$ cat src/rtl/bsq_pkg.sv
package bsq_pkg;
  localparam int unsigned BURST_BITS = 2;

  typedef logic [BURST_BITS-1:0] offs_t;

  // Low address bits for a given start and burst count
  function automatic offs_t burst_offset(input offs_t start, input offs_t cnt,
                                         input logic lin);
    burst_offset = lin ? offs_t'(start + cnt) : (start ^ cnt);
  endfunction
endpackage

$ cat src/rtl/bsq_strobe_decode.sv
module bsq_strobe_decode (
  input  logic cpu_strobe_n,
  input  logic ctl_strobe_n,
  input  logic ce_main_n,
  input  logic ce_aux_n,
  input  logic ce_aux,
  input  logic adv_n,
  output logic load_req,
  output logic step_req,
  output logic selected
);
  logic cpu_load;
  logic ctl_load;

  always_comb begin
    // processor strobe qualified by the primary enable; it wins when valid
    cpu_load = ~cpu_strobe_n & ~ce_main_n;
    ctl_load = ~ctl_strobe_n & ~cpu_load;
    load_req = cpu_load | ctl_load;
    // any strobe pin low blocks an advance, even a gated one
    step_req = ~adv_n & cpu_strobe_n & ctl_strobe_n;
    selected = ~ce_main_n & ~ce_aux_n & ce_aux;
  end
endmodule

$ cat src/rtl/bsq_burst_ctr.sv
module bsq_burst_ctr
  import bsq_pkg::*;
(
  input  logic  clk,
  input  logic  rst_n,
  input  logic  load_req,
  input  logic  step_req,
  input  offs_t start_in,
  input  logic  lin_in,
  output offs_t offset
);
  offs_t cnt_q, cnt_d;
  offs_t start_q, start_d;
  logic  lin_q, lin_d;
  logic  cnt_en;

  always_comb begin
    cnt_en  = load_req | step_req;
    cnt_d   = load_req ? '0 : offs_t'(cnt_q + 1'b1);
    start_d = load_req ? start_in : start_q;
    lin_d   = load_req ? lin_in : lin_q;
  end

  always_ff @(posedge clk or negedge rst_n) begin
    if (!rst_n) begin
      cnt_q   <= '0;
      start_q <= '0;
      lin_q   <= 1'b0;
    end else if (cnt_en) begin
      cnt_q   <= cnt_d;
      start_q <= start_d;
      lin_q   <= lin_d;
    end
  end

  assign offset = burst_offset(start_q, cnt_q, lin_q);
endmodule

$ cat src/rtl/burst_addr_seq.sv
module burst_addr_seq
  import bsq_pkg::*;
#(
  parameter int unsigned ADDR_W = 18
) (
  input  logic              clk,
  input  logic              rst_n,
  input  logic [ADDR_W-1:0] addr_in,
  input  logic              cpu_strobe_n,
  input  logic              ctl_strobe_n,
  input  logic              ce_main_n,
  input  logic              ce_aux_n,
  input  logic              ce_aux,
  input  logic              adv_n,
  input  logic              linear_mode,
  output logic [ADDR_W-1:0] word_addr,
  output logic              sel_valid,
  output logic              load_evt,
  output logic              step_evt
);
  localparam int unsigned HI_W = ADDR_W - BURST_BITS;

  logic            load_req, step_req, selected;
  logic [HI_W-1:0] upper_q, upper_d;
  logic            sel_q, sel_d;
  logic            load_q, step_q;
  offs_t           offset;

  bsq_strobe_decode u_decode (
    .cpu_strobe_n (cpu_strobe_n),
    .ctl_strobe_n (ctl_strobe_n),
    .ce_main_n    (ce_main_n),
    .ce_aux_n     (ce_aux_n),
    .ce_aux       (ce_aux),
    .adv_n        (adv_n),
    .load_req     (load_req),
    .step_req     (step_req),
    .selected     (selected)
  );

  bsq_burst_ctr u_ctr (
    .clk      (clk),
    .rst_n    (rst_n),
    .load_req (load_req),
    .step_req (step_req),
    .start_in (addr_in[BURST_BITS-1:0]),
    .lin_in   (linear_mode),
    .offset   (offset)
  );

  always_comb begin
    upper_d = addr_in[ADDR_W-1:BURST_BITS];
    sel_d   = selected;
  end

  // load-enabled state
  always_ff @(posedge clk or negedge rst_n) begin
    if (!rst_n) begin
      upper_q <= '0;
      sel_q   <= 1'b0;
    end else if (load_req) begin
      upper_q <= upper_d;
      sel_q   <= sel_d;
    end
  end

  // event flags
  always_ff @(posedge clk or negedge rst_n) begin
    if (!rst_n) begin
      load_q <= 1'b0;
      step_q <= 1'b0;
    end else begin
      load_q <= load_req;
      step_q <= step_req & ~load_req;
    end
  end

  assign word_addr = {upper_q, offset};
  assign sel_valid = sel_q;
  assign load_evt  = load_q;
  assign step_evt  = step_q;
endmodule

$ cat config.mk
export PLATFORM = sky130hd
export DESIGN_NAME = burst_addr_seq
export DESIGN_NICKNAME = d
export VERILOG_FILES = /design/src/rtl/bsq_pkg.sv /design/src/rtl/bsq_strobe_decode.sv /design/src/rtl/bsq_burst_ctr.sv /design/src/rtl/burst_addr_seq.sv
export SDC_FILE = /design/constraint.sdc
export NUM_CORES = 1
export LEC_CHECK = 0
export ABC_CLOCK_PERIOD_IN_PS = 1490
export BUFFER_PORTS_ARGS = -buffer_cell sky130_fd_sc_hd__buf_2
export CORE_ASPECT_RATIO = 0.9
export CORE_MARGIN = 1
export CORE_UTILIZATION = 48
export DETAILED_ROUTE_END_ITERATION = 8
export GPL_TIMING_DRIVEN = 0
export PLACE_DENSITY_LB_ADDON = 0.2
export SLEW_MARGIN = 20
export SYNTH_ARGS = -nofsm -noshare
export SYNTH_HDL_FRONTEND = slang
export SYNTH_SLANG_ARGS = --single-unit
$ cat constraint.sdc
create_clock -name clk -period 1.49 [get_ports clk]
set_input_delay 0.298 -clock clk [delete_from_list [all_inputs] [get_ports clk]]
set_output_delay 0.298 -clock clk [all_outputs]
set_load 0.01 [all_outputs]
* Yosys cells after proc, flatten, opt, wreduce, memory -nomap -nowiden
Index checks and enable logic that the tools add are counted.
** Word-level totals
- Bits in latches :: 0
- Output and inout bits :: 21
- Bits in read-only memories :: 0
- Memories :: 0
- Bits in registers :: 24
- Input bits :: 27
- Logic and storage cells :: 29
- RAM bits :: 0
** Operators by class
- Eq/ne operators :: 0
- Reductions and logical operators :: 1
- Multiply operators :: 0
- Shift-type cells :: 0
- Magnitude comparators :: 0
- Bitwise gates (word level) :: 17
- Divide/modulo/power cells :: 0
- Mux-type cells :: 2
- $add $sub $neg :: 2
** Operator list (count)
- $and A1 B1 Y1 :: 7
- $not A1 Y1 :: 7
- $mux W2 :: 2
- $add A2 B1 Y2 const B :: 1
- $add A2 B2 Y2 :: 1
- $or A1 B1 Y1 :: 2
- $reduce_and A2 Y1 :: 1
- $xor A2 B2 Y2 :: 1

* Depth between registers and ports, before layout
Gate-level depths: netlist of run 1.
- Depth in word-level cells :: 7
- Depth in mapped cells :: 3
- Depth with buffers taken out :: 3

* By module
From an unflattened synthesis of run 1, not the netlist that was laid out.
** Unflattened totals
- Cells, all modules :: 60
- Area, all modules :: 998.5 um2
** Modules (own cells, without submodules)
- burst_addr_seq :: times used 1, seq. area each 475.5 um2, area an instance 740.7 um2, cells each 39
- bsq_burst_ctr :: times used 1, seq. area each 125.1 um2, area an instance 231.5 um2, cells each 18
- bsq_strobe_decode :: times used 1, seq. area each 0.0 um2, area an instance 26.3 um2, cells each 3

* Worst setup path before layout of run 1
OpenSTA, ideal clock, no wires.
- Kind :: register to output
- From :: register u_ctr.cnt_q[1]
- To :: output word_addr[1]
- Arrival :: 0.806 ns
- Data required time :: 1.192 ns
- Stages on the path, launching flop included :: 3
- Path buffers :: 0
- Setup slack :: 0.386 ns
- Cells stage by stage :: dfrtp_1 > xor2_1 > xnor2_1
** Between the ends
- Cells in the longest elaborated chain, start to end :: 2
- Elaborated cells on any way between the ends :: 3
- Those cells by class :: add/sub: 1; mux: 1; bitwise: 1
** Ends and longest elaborated chain
- start: declaration :: line bsq_burst_ctr.sv:12 : offs_t cnt_q, cnt_d;
- start signal: assignment :: line bsq_burst_ctr.sv:30 : cnt_q <= cnt_d;
- $add A2 B2 Y2 / $xor A2 B2 Y2 (equally long branches) :: line bsq_pkg.sv:9 : burst_offset = lin ? offs_t'(start + cnt) : (start ^ cnt);
- $mux W2 * :: line bsq_pkg.sv:9
- end: declaration :: line burst_addr_seq.sv:16 : output logic [ADDR_W-1:0] word_addr,
Mark *: on every way between the ends. The rest lies on a longest branch, timed or not.

* Worst setup path in the final report of run 1
- From :: register u_ctr.start_q[0]
- To :: output word_addr[1]
** Between the ends
- Cells in the longest elaborated chain, start to end :: 2
** Ends and longest elaborated chain
- start: declaration :: line bsq_burst_ctr.sv:13 : offs_t start_q, start_d;
- start signal: assignment :: line bsq_burst_ctr.sv:31 : start_q <= start_d;
- $add A2 B2 Y2 :: line bsq_pkg.sv:9
- $mux W2 :: line bsq_pkg.sv:9
No other way between the ends.

==> out/summary.md, run 1 <==
Summed over all layers, the routed wires come to 1920 um. The number of global-route vias before repair is 689. The flow ran to the end, but the final reports show violations. CTS placed an instance of sky130_fd_sc_hd__clkbuf_4 at the clock tree root. For the worst setup path, the data arrival time is 1.24 ns. In the synthesized netlist, the number of instances is 65. By area the synthesized netlist is led by sky130_fd_sc_hd__dfrtp_1, sky130_fd_sc_hd__mux2_4, sky130_fd_sc_hd__buf_6.

After routing the design area is 0.00142 mm^2. The number of sinks on the clock net came out at 24. After clock tree synthesis, the clock-pin slew on the worst setup and hold paths is 0.13 ns. For this run, the top clock speed supported by timing is 650 MHz.

The die is 46.1 um tall. For the insertion delay to the later sink of the worst-skew pair, the log shows 0.31 ns. The tools report the final weighted congestion in routability-driven placement as 0.630. Of the total power, registers draw 53.5%.

The tools report the total routing usage reported by global routing as 17.5%. STA classifies the critical path endpoint as a primary output. The share of the yosys chip area belonging to registers came out at 57.8%. The synthesized design spends more area on one cell type than any other, namely sky130_fd_sc_hd__dfrtp_1.

Dividing total power by cell area gives a power density of 978 mW/mm^2. The post-route fraction of the period consumed by the critical path works out to 103%. The tightest min-delay check is of the in2reg type. The total count of max-transition violations in the final report came out at 0. Die outline width: 51.0 um. The reg2reg setup slack is 0.43 ns. Net switching is 25.0% of the power. For this block, the via count after detailed routing is 717. For the placed wire-length estimate, the log shows 1380 um. The combined area of all synthesized cells came out at 0.00104 mm^2. The clock passes through at most 2 buffers.

For the number of antenna violations at the first check in global routing, the log shows 0. The worst supply voltage drop on vdd came out at 778 uV. For the final setup violation count, the log shows 1.

In this run the power spent charging and discharging nets is 0.348 mW. Compared with the post-synthesis result, the final layout area differs by 37.0%. The antenna diode count came out at 0. In the routed layout, each cell is associated on average with a via count of 4.91.

Net count after synthesis: 93. The tools report the internal power consumption as 1.04 mW. The slew of the pin with the lowest slew margin is 0.528 ns, and the first-pass GRT wire length is 2950 um. The region available for standard cell placement spans 0.00197 mm^2. Setup repair after global routing could not meet its margin everywhere.

Data on the critical path is required at its endpoint by 1.19 ns. Entering global routing, the biggest net connects 25 pins. The logs give 0 for the count of final hold-check violations and 0 for the residual antenna-violating net count after detailed routing.

Yosys printed 0 warnings. The mean post-synth cell area is 16.0 um^2, and the count of distinct cell types in the synthesized netlist is 19. In this run the biggest area consumer among cell types represents 57.8% of the synthesized area. The share of total power dissipated in combinational logic is 22.4%. The number of clock buffers inserted by TritonCTS was 3; the clock period minus final worst setup slack was 1.54 ns. 48 I/O pins were placed. The tools report the worst max-slew margin expressed relative to the limit as 64.8%. The maximum clock skew at final layout was 0.000400 ns. The final routed wire length divided by cell count is 13.1 um.

The post-route worst setup slack is -0.0487 ns, and the first-iteration detailed-routing DRC count is 2. For this run the aggregate overflow at the end of global routing stands at 0. The checks that failed: negative setup slack. The worst hold margin was 0.184 ns; the critical-path maximum fanout was 2. The number of max-capacitance violations reported was 0. Detailed-route DRC error count: 0. The placement-stage cell area is 0.00131 mm^2. The clock network burns 24.1% of the power. The pre-CTS setup slack is 0.123 ns, and the initial core utilization is 52.7%.

STA classifies the critical path startpoint as a flop. For the total number of nets in the final design, the log shows 150. The die covers 0.00235 mm^2. The initialized floorplan defines 15 standard-cell rows.

For the H-tree depth reported by CTS, the log shows 1. The category of the most critical setup path was reg2out. The leakage power came out at 0.760 nW. The port buffer count was 47.

TritonCTS built the clock tree. After synthesis the netlist holds a flip-flop and latch count of 24. The share of post-route cells with drive strength above 1 is 66.9%, and the number of iterations in the first detailed-routing pass is 4.
## per-layer routing
metal / global-route usage [%] / vias up / wire length [um]
li1: - / 338 / -
met1: 20.9 / 351 / 817
met2: 31.3 / 26 / 981
met3: 5.94 / 2 / 107
met4: 3.33 / 0 / 12
met5: 0 / - / 0
## cell usage after synthesis, drive strengths merged
cell type  instances
xor2               1
nand3b             1
and2               1
mux2              19
ha                 1
nand2              3
a21oi              1
o21a               1
buf                2
xnor2              1
nor2b              2
and3b              1
a211oi             1
inv                1
o21ai              4
dfrtp             24
mux2i              1
## through the flow
| stage | TNS, ns | instances | util (%) | power [mW] |
|---|---|---|---|---|
| after floorplan | 0 | 65 | - | 0.911 |
| after global placement | 0 | 137 | 66.2 | 1.03 |
| after detailed placement | 0 | 137 | 66.2 | 1.03 |
| after CTS | -0.0384 | 145 | 69.8 | 1.38 |
| after global routing | -0.102 | 146 | 72.2 | 1.46 |
| final | -0.0487 | 146 | 72.2 | 1.39 |
## area by class of cell
cell class              count  area, um^2
flip-flops and latches     24         601
inverters                   1        3.75
repair buffers             52         282
fillers                   152         548
multi-input cells          38         447
clock buffers               4        36.3
plain buffers               2        22.5
well taps                  25        31.3
## flip-flops by register name (all words and copies together), names as in the netlist
register       cells
u_ctr.lin_q        1
u_ctr.cnt_q        2
upper_q           16
sel_valid          1
load_evt           1
u_ctr.start_q      2
step_evt           1
## power by group through the flow
stage / Sequential, mW / Clock, mW / Combinational, mW
CTS: 0.739 / 0.348 / 0.296
detailed placement: 0.753 / 0 / 0.281
floorplan: 0.776 / 0 / 0.135
finish: 0.744 / 0.335 / 0.312
global placement: 0.750 / 0 / 0.275
global route: 0.753 / 0.369 / 0.340
## placed cells by master, fill, tap and decap left out, drive strengths merged
cell type	instances
o21ai	4
a211oi	1
dfrtp	24
and3b	1
xnor2	1
mux2i	1
nand2	3
clkbuf	4
ha	1
dlygate4sd3	1
xor2	1
nand3b	1
inv	1
and2	1
buf	53
mux2	19
a21oi	1
nor2b	2
o21a	1
## worst max-delay path: stages, from the launching register on
cell and delay [ns]:
sky130_fd_sc_hd__dfrtp_1 0.44, sky130_fd_sc_hd__ha_4 0.18, sky130_fd_sc_hd__nand2_4 0.06, sky130_fd_sc_hd__xnor2_2 0.10, sky130_fd_sc_hd__buf_2 0.15
## what timing repair did
action / 4_1_cts / 5_1_grt
setup buffers: 3 / 1
hold buffers: 1 / 0
pin swaps: 1 / 2
resized for setup: 1 / 6
gates cloned: 0 / 0
endpoints found under the hold margin: 24 / 0
endpoints found under the setup margin: 1 / 2
## cells by family (layout without fill, tap and decap cells)
family / count (synthesis) / count (layout) / synth area share, %
AOI/OAI and AO/OA: 7 / 7 / 4.22
xor gates and xnor gates: 2 / 2 / 1.69
adders and majority gates: 1 / 1 / 1.20
buffers and inverters: 3 / 59 / 2.53
DFF: 24 / 24 / 57.8
muxes: 20 / 20 / 28.1
and+or+nand+nor: 8 / 8 / 4.46
## worst paths after layout
check	startpoint	to	cells past startpoint
worst min register to register	upper_q[1]	upper_q[1]	1
worst min-delay path	ce_aux	sel_valid	3
worst max register to register	u_ctr.start_q[0]	u_ctr.start_q[0]	3
worst max-delay path	u_ctr.start_q[0]	word_addr[1]	4
min in group asynchronous	rst_n	upper_q[4]	2
max in group asynchronous	rst_n	upper_q[13]	2
Power figures use the tool's default switching activity.
==> run 2, diff against run 1 <==
- ABC_CLOCK_PERIOD_IN_PS: 1490 -> 1300
- CORE_UTILIZATION: 48 -> 41
- clock period: 1.49 -> 1.3 ns (I/O delays scaled with it)
==> run 2 against run 1 <==
Effect of this change:
- the run still ends with negative setup slack left
- worst setup slack worse by 0.13 ns
- final area about the same
- global-route usage down 3.1 points
- clock skew about the same
- routed wire length down 0.68%
- register-to-register slack worse by 0.40 ns
- sequential power up 14%
- sequential share of layout area about the same
- cell count up 1.4%
- critical path depth unchanged
- core utilization down 9.9 points
- critical path type unchanged
- largest power group unchanged
==> out/summary.md, run 2 (synthesized netlist as in run 1, its figures left out) <==
The final cell count without fillers is 148 (was 146), and the post-layout utilization of the core is 62.3% (was 72.2%). The placed cell count is 139 (was 137), and the sum of negative setup slack is -0.254 ns (was -0.0487 ns). The worst max-slew margin expressed relative to the limit was 65.0% (was 64.8%). The tools report the worst supply voltage drop on vdd as 1100 uV (was 778 uV). The final setup violation count came out at 2 (was 1).

Endpoint kind of the worst setup timing path: a primary output (unchanged). The sum of routed wire length over all layers is 1910 um (was 1920 um), and the share of post-route cells with drive strength above 1 is 65.3% (was 66.9%). Total number of nets in the final design: 150 (unchanged).

The flow ran to the end, but the final reports show violations. The internal power consumption is 1.33 mW (was 1.04 mW). The vertical extent of the die was 49.7 um (was 46.1 um); the first-iteration detailed-routing DRC count was 4 (was 2). The number of flip-flops under the largest register name was 16 (unchanged). The post-route fraction of the period consumed by the critical path works out to 114%. The area growth from synthesis to final layout is 36.9% (was 37.0%), and the number of top-level pins is 48 (unchanged).

The tools report the number of max-capacitance violations reported as 0 (unchanged). The insertion delay to the later sink of the worst-skew pair was 0.31 ns (about the same). Violated checks: negative setup slack (unchanged). The placed wire-length estimate was 1350 um (was 1380 um); the final weighted congestion in routability-driven placement was 0.660 (was 0.630).

The overall via count from detail_route is 709 (was 717). The critical-path maximum fanout is 2 (unchanged), and the worst-case clock buffer depth is 2 (unchanged). The worst endpoint data arrival time is 1.22 ns (was 1.24 ns). The count of final hold-check violations is 0 (unchanged). The most common library cell in the layout ignoring fill and taps was sky130_fd_sc_hd__buf_2 (unchanged). The routed via count divided by cell count was 4.79 (was 4.91); the first-pass GRT wire length was 2800 um (was 2950 um).

Setup repair after global routing could not meet its margin everywhere. TritonCTS built the clock tree. The switching fraction of total power came out at 23.3% (was 25.0%). The detailed-route DRC error count is 0 (unchanged), and the clock-pin transition on the worst setup and hold timing paths is 0.14 ns (was 0.13 ns).

The total power divided by cell area is 1220 mW/mm^2 (was 978 mW/mm^2), and the leakage power is 0.752 nW (was 0.760 nW). Fraction of power consumed by sequential logic: 48.9% (was 53.5%). Commonest cells after routing, fill and taps aside: sky130_fd_sc_hd__buf_2, sky130_fd_sc_hd__dfrtp_1, sky130_fd_sc_hd__mux2_4 (unchanged). The initial core utilization was 45.5% (was 52.7%). Pre-CTS setup slack: -0.0140 ns (was 0.123 ns). For the number of antenna violations at the first check in global routing, the log shows 0 (unchanged).

Post-route worst setup slack: -0.182 ns (was -0.0487 ns). The largest register by flop count is upper_q (unchanged). The path class of the lowest-slack min-delay path is in2reg (unchanged). The logs give 24 (unchanged) for the number of sinks on the clock net and 0.00228 mm^2 (was 0.00197 mm^2) for the core footprint.

The power share of the clock group was 31.0% (was 24.1%); the maximum clock skew at final layout was 0.000301 ns (was 0.000400 ns). The total design power is 1.74 mW (was 1.39 mW), and the count of fill cells added during filler insertion is 199 (was 152). The number of iterations in the first detailed-routing pass came out at 2 (was 4). The total routing usage reported by global routing is 14.5% (was 17.5%), and the final non-filler cell area is 0.00142 mm^2 (about the same). The die outline width works out to 55.1 um (was 51.0 um). The run gives 427 um^2 (was 447 um^2) as the area of the multi-input gates. The number of rows created at floorplan is 16 (was 15), and the pin count of the biggest net entering global routing is 25 (unchanged). The run gives 625 (was 689) as the number of global-route vias before repair. The library cell used as clock root buffer is sky130_fd_sc_hd__clkbuf_4 (unchanged).

The logs give 0.00274 mm^2 (was 0.00235 mm^2) for the area of the die and 1.04 ns (was 1.19 ns) for the data required time at the worst endpoint. The highest clock rate was 675 MHz. The residual antenna-violating net count after detailed routing was 0 (unchanged); the slew of the pin with the lowest slew margin was 0.524 ns (was 0.528 ns). The worst hold margin was 0.158 ns (was 0.184 ns). The tools report the number of clock buffers inserted by TritonCTS as 3 (unchanged). The antenna diode count was 0 (unchanged); the power share of the combinational group was 20.1% (was 22.4%). For the finished layout, the period the worst path requires is 1.48 ns.

The tools report the net switching component of the power as 0.405 mW (was 0.348 mW). The total count of max-transition violations in the final report was 0 (unchanged). The port buffer count was 47 (unchanged). The final routed wire length divided by cell count was 12.9 um (was 13.1 um). The type of origin of the critical path was a flop (unchanged). Leading registers by flop count: upper_q x16, u_ctr.cnt_q x2, u_ctr.start_q x2 (unchanged).

For the sequential standard cell area, the log shows 601 um^2 (unchanged). The tools report the overflow left after global routing as 0 (unchanged). The placement-stage cell area was 0.00131 mm^2 (about the same); the H-tree depth reported by CTS was 1 (unchanged).

The category of the most critical setup path is reg2out (unchanged).
## run 2: changes by cell type in the layout (fill, tap and decap cells not counted)
| cell | change |
|---|---|
| sky130_fd_sc_hd__bufinv_16 | +1 |
| sky130_fd_sc_hd__nand2_2 | +1 |
| sky130_fd_sc_hd__o21ai_1 | +1 |
| sky130_fd_sc_hd__xnor2_1 | +1 |
| sky130_fd_sc_hd__clkbuf_8 | -1 |
| sky130_fd_sc_hd__o21ai_0 | -1 |
| sky130_fd_sc_hd__xnor2_2 | -1 |
| sky130_fd_sc_hd__xor2_1 | +1 |
| sky130_fd_sc_hd__nand2_4 | -1 |
| sky130_fd_sc_hd__xor2_2 | -1 |
## run 2: worst paths after layout
kind | startpoint | to | slack [ns] | cells after the start
min in group asynchronous | rst_n | upper_q[0] | 0.43 | 2
max | u_ctr.cnt_q[0] | word_addr[1] | -0.18 | 4
max in group asynchronous | rst_n | upper_q[15] | 0.51 | 2
max reg2reg | u_ctr.cnt_q[0] | u_ctr.cnt_q[1] | 0.03 | 5
min reg2reg | upper_q[11] | upper_q[11] | 0.52 | 1
min | addr_in[9] | upper_q[7] | 0.16 | 2
## run 2: final cells by class
type	count	share of cell area, %
flip-flops and latches	24	42.3
multi-input cells	38	30.0
repair buffers	52	19.8
well taps	27	2.38
clock inverters	1	2.11
clock buffers	3	1.58
plain buffers	2	1.58
inverters	1	0.264
## run 2: timing repair
item	CTS	global route
resized for setup	2	3
endpoints found under the setup margin	2	2
endpoints found under the hold margin	24	0
buffers inserted	1	3
hold buffers	1	0
pin swaps	1	1
## run 2: worst max-delay path: stages, from the launching register on
cell                      delay (ns)
sky130_fd_sc_hd__dfrtp_1        0.43
sky130_fd_sc_hd__ha_4           0.17
sky130_fd_sc_hd__nand2_2        0.05
sky130_fd_sc_hd__xnor2_1        0.11
sky130_fd_sc_hd__buf_2          0.15
## run 2: per-layer routing
layer | part of all wire, % | global-route usage [%]
met5 | 0 | 0
met4 | 0 | 2.50
met3 | 7.3 | 6.48
met2 | 46 | 21.7
met1 | 47 | 19.4
## run 2: power by group through the flow
| stage | Clock [mW] | Sequential, mW | Combinational, mW |
|---|---|---|---|
| 2_1_floorplan | 0 | 0.890 | 0.154 |
| 3_3_place_gp | 0 | 0.860 | 0.318 |
| 3_5_place_dp | 0 | 0.864 | 0.321 |
| 4_1_cts | 0.556 | 0.849 | 0.340 |
| 5_1_grt | 0.589 | 0.860 | 0.380 |
| 6_report | 0.538 | 0.850 | 0.349 |
==> run 3, diff against run 2 <==
- ABC_CLOCK_PERIOD_IN_PS: 1300 -> 1600
- CORE_MARGIN: 1 -> 2
- CORE_UTILIZATION: 41 -> 45
- clock period: 1.3 -> 1.6 ns (I/O delays scaled with it)
==> run 3 against run 2 <==
Effect of this change:
- the flow now finishes without violations
- highest routed layer is now met4
- hold slack better by 0.047 ns
- register-to-register slack better by 0.55 ns
- combinational power down 24%
==> out/summary.md, run 3 (synthesized netlist as in run 1, its figures left out) <==
The run finished with clean final reports. For the post-layout utilization of the core, the log shows 62.6% (was 62.3%). The leakage power is 0.727 nW (was 0.752 nW), and the count of buffer and inverter cells on the critical path is 1 (unchanged). The routed via count divided by cell count came out at 4.95 (was 4.79). The area of the die was 0.00271 mm^2 (was 0.00274 mm^2). The critical path's slowest cell is sky130_fd_sc_hd__dfrtp_1 (unchanged). The total routing usage reported by global routing is 15.4% (was 14.5%).

The worst supply voltage drop on vdd came out at 568 uV (was 1100 uV). Type of origin of the critical path: a flop (unchanged). The power share of the combinational group is 20.9% (was 20.1%). The final setup violation count was 0 (was 2); the internal power consumption was 0.952 mW (was 1.33 mW). Critical-path maximum fanout: 2 (unchanged). The number of rows created at floorplan was 16 (unchanged). The cell family contributing the most delay on the critical path was flip-flops (unchanged). The clock-pin transition on the worst setup and hold timing paths works out to 0.12 ns (was 0.14 ns).

The worst max-slew margin expressed relative to the limit was 66.0% (was 65.0%); the fraction of power consumed by sequential logic was 54.5% (was 48.9%). Count of final hold-check violations: 0 (unchanged). The worst endpoint data arrival time came out at 1.22 ns (about the same).

Net switching component of the power: 0.314 mW (was 0.405 mW). The longest individual stage delay on the worst path is 0.41 ns (was 0.43 ns), and the placed wire-length estimate is 1410 um (was 1350 um). The final non-filler cell area is 0.00137 mm^2 (was 0.00142 mm^2), and the number of global-route vias before repair is 704 (was 625). The largest register by flop count was upper_q (unchanged). The sum of routed wire length over all layers is 1900 um (was 1910 um). Power share of the clock group: 24.6% (was 31.0%). The run gives 0 (unchanged) as the antenna diode count.

The tools report the sum of negative setup slack as 0 ns (was -0.254 ns). Chain of cells forming the critical path: ha_2 > nand2_2 > xnor2_1 > buf_2 (was ha_4 > nand2_2 > xnor2_1 > buf_2). Endpoint kind of the worst setup timing path: a primary output (unchanged). The run gives 25 (unchanged) as the pin count of the biggest net entering global routing.

For the overflow left after global routing, the log shows 0 (unchanged). The placement-stage cell area is 0.00131 mm^2 (unchanged), and the area growth from synthesis to final layout is 31.6% (was 36.9%). For the number of antenna violations at the first check in global routing, the log shows 0 (unchanged).

The total number of nets in the final design was 147 (was 150); the vertical extent of the die was 49.6 um (was 49.7 um). Leading registers by flop count: upper_q x16, u_ctr.cnt_q x2, u_ctr.start_q x2 (unchanged). The residual antenna-violating net count after detailed routing was 0 (unchanged). The switching fraction of total power was 24.8% (was 23.3%).

The number of iterations in the first detailed-routing pass was 4 (was 2). The tools report the library cell used as clock root buffer as sky130_fd_sc_hd__clkbuf_4 (unchanged). The die outline width was 54.6 um (was 55.1 um); the slew of the pin with the lowest slew margin was 0.510 ns (was 0.524 ns). For the number of sinks on the clock net, the log shows 24 (unchanged). The initial core utilization was 47.6% (was 45.5%); the core footprint was 0.00218 mm^2 (was 0.00228 mm^2).

The H-tree depth reported by CTS was 1 (unchanged). TritonCTS built the clock tree. The tools report the first-pass GRT wire length as 3020 um (was 2800 um).

The maximum clock skew at final layout is 0.000167 ns (was 0.000301 ns), and the overall via count from detail_route is 718 (was 709). The post-route fraction of the period consumed by the critical path was 96.1%. The final routed wire length divided by cell count was 13.1 um (was 12.9 um).

The port buffer count was 47 (unchanged). The total count of max-transition violations in the final report was 0 (unchanged). The category of the most critical setup path was reg2out (unchanged). For the insertion delay to the later sink of the worst-skew pair, the log shows 0.30 ns (was 0.31 ns). The clock period minus final worst setup slack was 1.54 ns.

The detailed-route DRC error count was 0 (unchanged). The number of clock buffers inserted by TritonCTS is 3 (unchanged). Static timing analysis puts the maximum clock frequency at 650 MHz. Most common library cell in the layout ignoring fill and taps: sky130_fd_sc_hd__buf_2 (unchanged). Setup repair after global routing left no endpoint under its margin.

The logs give 2 (unchanged) for the worst-case clock buffer depth and 0 (unchanged) for the number of max-capacitance violations reported. The run gives 48 (unchanged) as the number of top-level pins. The total power divided by cell area came out at 927 mW/mm^2 (was 1220 mW/mm^2). The data required time at the worst endpoint is 1.28 ns (was 1.04 ns). The path class of the lowest-slack min-delay path is in2reg (unchanged). The number of flip-flops under the largest register name is 16 (unchanged), and the final weighted congestion in routability-driven placement is 0.805 (was 0.660). The share of post-route cells with drive strength above 1 is 64.4% (was 65.3%). For the first-iteration detailed-routing DRC count, the log shows 5 (was 4).

Commonest cells after routing, fill and taps aside: sky130_fd_sc_hd__buf_2, sky130_fd_sc_hd__dfrtp_1, sky130_fd_sc_hd__mux2_4 (unchanged).
==> run 3: metrics by stage <==
step                      hold WS [ns]  std cells  setup WS, ns  power, mW
after detailed placement         0.337        139         0.218      0.966
after global placement           0.327        139         0.253      0.957
final                            0.205        145        0.0619       1.27
after global routing             0.213        145       0.00840       1.34
after CTS                        0.192        145       0.00212       1.29
after floorplan                 0.0244         65         0.474      0.849
==> run 3: per-layer routing <==
metal	vias up	routed length, um	track usage, %
met5	-	0	0
met4	0	17	5.00
met3	2	134	2.73
met2	30	936	26.8
met1	352	815	18.7
li1	334	-	-
==> run 3: path summary, 6_finish.rpt <==
path | from | endpoint | slack, ns | cells after the start
worst max-delay path | u_ctr.start_q[0] | word_addr[1] | 0.06 | 4
worst min-delay path | ce_aux | sel_valid | 0.20 | 3
worst max register to register | u_ctr.cnt_q[0] | u_ctr.cnt_q[1] | 0.58 | 4
worst min register to register | upper_q[4] | upper_q[4] | 0.52 | 1
max in group asynchronous | rst_n | u_ctr.start_q[0] | 0.75 | 2
min in group asynchronous | rst_n | upper_q[15] | 0.50 | 2
==> run 3: worst min-delay path, stage by stage <==
cell and delay, ns:
sky130_fd_sc_hd__buf_2 0.08, sky130_fd_sc_hd__nand2_1 0.03, sky130_fd_sc_hd__o21ai_0 0.05
==> run 3: layout make-up <==
class,count,area [um^2]
Sequential cell,24,601
Buffer,2,22.5
Multi-Input combinational cell,38,417
Clock buffer,4,36.3
Fill cell,182,816
Inverter,1,3.75
Tap cell,27,33.8
Timing Repair Buffer,49,253
==> run 3: repair_timing <==
item,CTS,global route
setup endpoints to repair,1,1
gates resized for setup,0,2
hold endpoints to repair,24,0
setup buffers,1,0
pin swaps,0,1
hold buffers,1,0
gates cloned,0,0
==> run 3: power by group through the flow <==
| stage | sequential, mW | combinational [mW] | clock (mW) |
|---|---|---|---|
| 6_report | 0.690 | 0.265 | 0.312 |
| 5_1_grt | 0.699 | 0.290 | 0.351 |
| 4_1_cts | 0.690 | 0.270 | 0.332 |
| 3_5_place_dp | 0.703 | 0.263 | 0 |
| 3_3_place_gp | 0.699 | 0.258 | 0 |
| 2_1_floorplan | 0.723 | 0.125 | 0 |
